## src/rtl/store_fwd_buffer.sv

```systemverilog
module store_fwd_buffer #(
  parameter int AW    = 16,
  parameter int DW    = 32,
  parameter int DEPTH = 4
) (
  input  logic          clk,
  input  logic          rst_n,
  input  logic          strict_mode,
  input  logic          st_valid,
  output logic          st_ready,
  input  logic [AW-1:0] st_addr,
  input  logic [DW-1:0] st_data,
  input  logic          ld_valid,
  output logic          ld_ready,
  input  logic [AW-1:0] ld_addr,
  output logic [DW-1:0] ld_data,
  output logic [AW-1:0] cache_rd_addr,
  input  logic [DW-1:0] cache_rd_data,
  output logic          req_valid,
  input  logic          req_ready,
  output logic [AW-1:0] req_addr,
  input  logic          rsp_valid,
  input  logic [AW-1:0] rsp_addr,
  output logic          cw_valid,
  output logic [AW-1:0] cw_addr,
  output logic [DW-1:0] cw_data,
  output logic          sb_err
);
  localparam int PW = (DEPTH > 1) ? $clog2(DEPTH) : 1;
  localparam logic [PW:0] FULL = (PW+1)'(DEPTH);

  logic [AW-1:0] e_addr [DEPTH];
  logic [DW-1:0] e_data [DEPTH];
  logic [PW-1:0] head, tail;
  logic [PW:0]   count, nsent;
  logic          mode_q, err_q;

  logic push, req_fire, rsp_ok, hit;
  logic [DW-1:0] fwd_data;
  logic [PW-1:0] iss;

  assign st_ready  = count != FULL;
  assign push      = st_valid && st_ready;
  assign iss       = head + nsent[PW-1:0];
  assign req_valid = nsent != count;
  assign req_addr  = e_addr[iss];
  assign req_fire  = req_valid && req_ready;
  assign rsp_ok    = rsp_valid && (nsent != '0) && (rsp_addr == e_addr[head]);
  assign cw_valid  = rsp_ok;
  assign cw_addr   = e_addr[head];
  assign cw_data   = e_data[head];
  assign sb_err    = err_q;

  always_comb begin
    logic [PW-1:0] idx;
    hit      = 1'b0;
    fwd_data = '0;
    for (int i = 0; i < DEPTH; i++) begin
      idx = head + PW'(i);
      if ((PW+1)'(i) < count && e_addr[idx] == ld_addr) begin
        hit      = 1'b1;
        fwd_data = e_data[idx];
      end
    end
  end

  assign cache_rd_addr = ld_addr;
  assign ld_ready      = !(mode_q && hit);
  assign ld_data       = hit ? fwd_data : cache_rd_data;

  always_ff @(posedge clk) begin
    if (!rst_n) begin
      head   <= '0;
      tail   <= '0;
      count  <= '0;
      nsent  <= '0;
      mode_q <= 1'b0;
      err_q  <= 1'b0;
    end else begin
      if (count == '0) mode_q <= strict_mode;
      if (rsp_valid && !rsp_ok) err_q <= 1'b1;
      if (push) tail <= tail + 1'b1;
      if (rsp_ok) head <= head + 1'b1;
      count <= count + (PW+1)'(push) - (PW+1)'(rsp_ok);
      nsent <= nsent + (PW+1)'(req_fire) - (PW+1)'(rsp_ok);
    end
  end

  always_ff @(posedge clk) begin
    if (push) begin
      e_addr[tail] <= st_addr;
      e_data[tail] <= st_data;
    end
  end

  assert_no_overflow_R2: assert property (@(posedge clk) disable iff (!rst_n)
    count <= FULL && nsent <= count);

  assert_req_held_R3: assert property (@(posedge clk) disable iff (!rst_n)
    req_valid && !req_ready |=> req_valid && $stable(req_addr));

  assert_retire_pops_R4: assert property (@(posedge clk) disable iff (!rst_n)
    cw_valid && !push |=> count == $past(count) - 1'b1);

  assert_err_sticky_R5: assert property (@(posedge clk) disable iff (!rst_n)
    sb_err |=> sb_err);

  assert_bad_rsp_no_write_R5: assert property (@(posedge clk) disable iff (!rst_n)
    rsp_valid && rsp_addr != e_addr[head] |-> !cw_valid);

  assert_relaxed_fwd_R6: assert property (@(posedge clk) disable iff (!rst_n)
    !mode_q && ld_valid && hit |-> ld_ready && ld_data == fwd_data);

  assert_strict_stall_R7: assert property (@(posedge clk) disable iff (!rst_n)
    ld_valid && !ld_ready |-> mode_q && count != '0);

  assert_miss_cache_R8: assert property (@(posedge clk) disable iff (!rst_n)
    ld_valid && !hit |-> ld_ready && ld_data == cache_rd_data);

  assert_mode_frozen_R9: assert property (@(posedge clk) disable iff (!rst_n)
    count != '0 |=> mode_q == $past(mode_q));
endmodule

```

## config.mk

```make
export PLATFORM = sky130hd
export DESIGN_NAME = store_fwd_buffer
export DESIGN_NICKNAME = d
export VERILOG_FILES = /design/src/rtl/store_fwd_buffer.sv
export SDC_FILE = /design/constraint.sdc
export NUM_CORES = 1
export LEC_CHECK = 0
export BUFFER_PORTS_ARGS = -buffer_cell sky130_fd_sc_hd__clkbuf_2
export CAP_MARGIN = 20
export CELL_PAD_IN_SITES_DETAIL_PLACEMENT = 2
export CELL_PAD_IN_SITES_GLOBAL_PLACEMENT = 2
export CORE_UTILIZATION = 39
export CTS_CLUSTER_DIAMETER = 150
export DETAILED_ROUTE_END_ITERATION = 8
export PLACE_DENSITY = 0.89
export SYNTH_ARGS = -nofsm -noshare
export SYNTH_HDL_FRONTEND = slang
export SYNTH_SLANG_ARGS = --single-unit
```

## constraint.sdc

```tcl
create_clock -name clk -period 3.4 [get_ports clk]
set_input_delay 0.34 -clock clk [delete_from_list [all_inputs] [get_ports clk]]
set_output_delay 0.34 -clock clk [all_outputs]
set_load 0.02 [all_outputs]
```

==> metrics.csv <==
metric,value,unit
numCtsBuffers,25,
worstPathCellList,buf_4 -> buf_4 -> buf_6 -> mux2i_1 -> xnor2_1 -> a2111oi_0 -> a21oi_1 -> nor4_2 -> buf_4 -> buf_12 -> buf_12 -> buf_4 -> o31ai_2 -> a31oi_1 -> buf_4,
hp-class,in -> reg,
vdd_ir_drop_max,0.428,mV
cts.sinks,206,
die_height,189,um
gp_congestion,0.899,
syn_nets,1189,
clockBufferDepth,3,
place_inst,1781,
r2r_slack,-0.55,ns
relSlewSlack,30.1,%
initial_core_util,39.6,%
power_density,455,nW/um^2
final_layout_size_suffix_gt1_share,51.5,%
synth_top_area_cell,edfxtp_1,
first_global_vias,13000,
skew,0.0172,ns
synth_seq_cells,206,
fp.dieW,189,um
dr.first_iter.drc_count,1148,
fin_util,53.4,%
p_leak,0.00670,uW
antenna_found_initial,3,
rows,68,
synthDistinctLibCells,46,
finalSetupViolCount,38,
antenna_left,0,
yosysWarnings,0,
finalNetCount,1529,
slowest_delay,0.62,ns
crit_top_cell,buf_4,
core_area,34500,sq um
period_minus_slack,4.84,ns
netlist_instances,1057,
hpwlAfterDp,37600,um
cts_htree_levels,1,
failed_checks,negative setup slack,
vias_per_cell,6.62,
port_buffers,234,
fmax,0.206,GHz
cts_root_buf,clkbuf_16,
synth_top_cells_by_area,"edfxtp_1, mux4_2, xnor2_1, mux2i_1, nor2_1",
clock_latency,0.56,ns
path_delay_family,buffers and inverters,
synth.avg_cell_area,12.9,sq um
synth_edf_count,192,
rsz0062_at_grt,yes,
first_pass_iters,5,
cts_tree,done,
pin_count,236,
post_drt_wl_per_cell,37.2,um
clk_pin_slew,0.06,ns
area_delta_synth_final,34.9,%
worst-path-buf-inv,8,
slew_viol_final,0,
setup.worst_path.class,reg -> out,
worst_pin_slew,1.05,ns
vias,12400,
gr-total-overflow,0,
syn_area,13700,sq um
grt_pass1_wl,87300,um
grt_max_degree,83,
yosysSeqAreaShare,44.2,%
die-area,35800,sq um
async_reset_ff_share,0,%
status,"finished, violations left",
cp.arrival,4.50,ns
hold_viol,0,
grt_usage,33.0,%
drt-total-wl,69600,um
n_fill_cell,3240,
period_share,142,%
synth_top_area_share,42.1,%
hold_slack,0.0155,ns
setup_slack,-1.44,ns
startpoint_type,register,
synthFlopType,edfxtp_1,
instances_no_fill,1871,
worst-path-max-fanout,7,
final_area,18500,sq um
cp-end-kind,output pin,
slowest_stage,a2111oi_0,
worstPathRequired,3.06,ns
place_area,16100,sq um
drc,0,
cap_violations,0,
==> worst reg2reg max path, delay by kind of cell (launching register included) <==
family	cells	cell delay, ns
buffers and inverters	5	0.51
adder cells (fa/ha/maj)	3	0.84
AND/OR/NAND/NOR	4	0.85
multiplexers	1	0.65
XOR/XNOR	3	0.43
flip-flops	1	0.56
==> report_power, final <==
| group | switching (uW) | internal [uW] | leakage (uW) |
|---|---|---|---|
| Sequential | 240 | 3070 | 0.00188 |
| Clock | 1270 | 1560 | 0.000389 |
| Combinational | 1380 | 882 | 0.00443 |
==> synth_stat cells (4+ instances only) <==
cell	instances
nand4_1	10
nand2b_1	32
a21oi_1	36
edfxtp_1	192
nand2_1	42
ha_1	11
a31oi_1	32
mux2_2	33
dfxtp_1	14
and3_1	37
inv_1	13
buf_2	22
nand3_1	8
mux2i_1	61
buf_6	9
buf_4	16
nor3_1	4
mux4_2	124
clkbuf_1	48
nor2_1	100
buf_1	12
a211oi_1	32
nor4_1	5
o31ai_1	33
xnor2_1	72
and2_1	11
xor2_1	19
==> metrics by stage <==
step / power [uW] / setup slack, ns / setup TNS [ns]
2_1_floorplan: 4360 / 0.0199 / 0
3_3_place_gp: 5120 / -0.455 / -12.61
3_5_place_dp: 5290 / -0.690 / -21.15
4_1_cts: 8020 / -0.897 / -33.99
5_1_grt: 8530 / -1.45 / -46.29
6_report: 8400 / -1.44 / -43.69
==> final timing paths <==
| kind | to | startpoint | cells past startpoint |
|---|---|---|---|
| max reg2reg | nsent[2] | e_addr[3][2] | 16 |
| min reg2reg | sb_err | sb_err | 2 |
| min | e_data[3][25] | st_data[25] | 1 |
| max | ld_data[4] | head[0] | 15 |
==> state kept, by name (all words and copies together) (netlist names), named ones only <==
signal / flops
e_data: 128
nsent: 3
sb_err: 1
head: 2
e_addr: 64
mode_q: 1
tail: 2
count: 3
==> what timing repair did <==
action,in CTS,in global routing
gates resized for setup,114,116
pin swaps,23,30
setup endpoints to repair,53,54
cloned,5,5
hold buffers,0,0
buffers inserted,14,21
==> layout by cell type (no fill, tap or decap), types with 5 or more instances in the layout <==
master and n:
a211oi_1 16, nand4_1 10, a31oi_1 26, mux4_2 124, edfxtp_1 192, o31ai_4 7, buf_12 24, nand2_4 7
xor2_2 5, inv_1 9, xnor2_2 7, o31ai_1 11, mux2i_1 57, clkinv_1 6, a211oi_2 15, clkinv_2 5
nand2b_1 25, buf_2 6, buf_16 5, clkbuf_16 30, xnor2_1 64, nand2_1 29, buf_6 13, mux2_2 33
xor2_1 14, dfxtp_1 10, o31ai_2 15, and3_1 32, and2_1 9, a21oi_1 36, nand2b_4 7, nand2_2 6
ha_1 8, buf_4 159, nor2_1 98, clkbuf_2 200
==> logic make-up (layout without fill, tap and decap cells) <==
logic type | count (synthesis) | count (layout) | synth area share, %
other | 0 | 4 | 0
AND/OR/NAND/NOR | 255 | 255 | 9.00
adder cells (fa/ha/maj) | 13 | 13 | 1.30
flip-flops | 206 | 206 | 44.2
buffers and inverters | 121 | 476 | 4.57
multiplexers | 218 | 218 | 27.6
AO/OA/AOI/OAI | 153 | 153 | 7.55
XOR/XNOR | 91 | 91 | 5.82
==> routing by layer <==
metal / global-route usage [%] / part of all wire [%]
met3: 5.52 / 6.9
met1: 37.8 / 36
met4: 17.0 / 7.0
met2: 58.9 / 50
met5: 0 / 0
==> final cells by class <==
class | instances | area [sq um] | area share [%]
antenna | 4 | 10.0 | 0.0542
sequential | 206 | 6060 | 32.8
timing repair buffer | 421 | 3260 | 17.7
inverter | 13 | 48.8 | 0.264
tap | 455 | 569 | 3.08
clock inverter | 16 | 155 | 0.841
clock buffer | 26 | 629 | 3.41
multi-input combinational | 730 | 7720 | 41.9
Note: power is estimated with default switching activity, not from simulation.
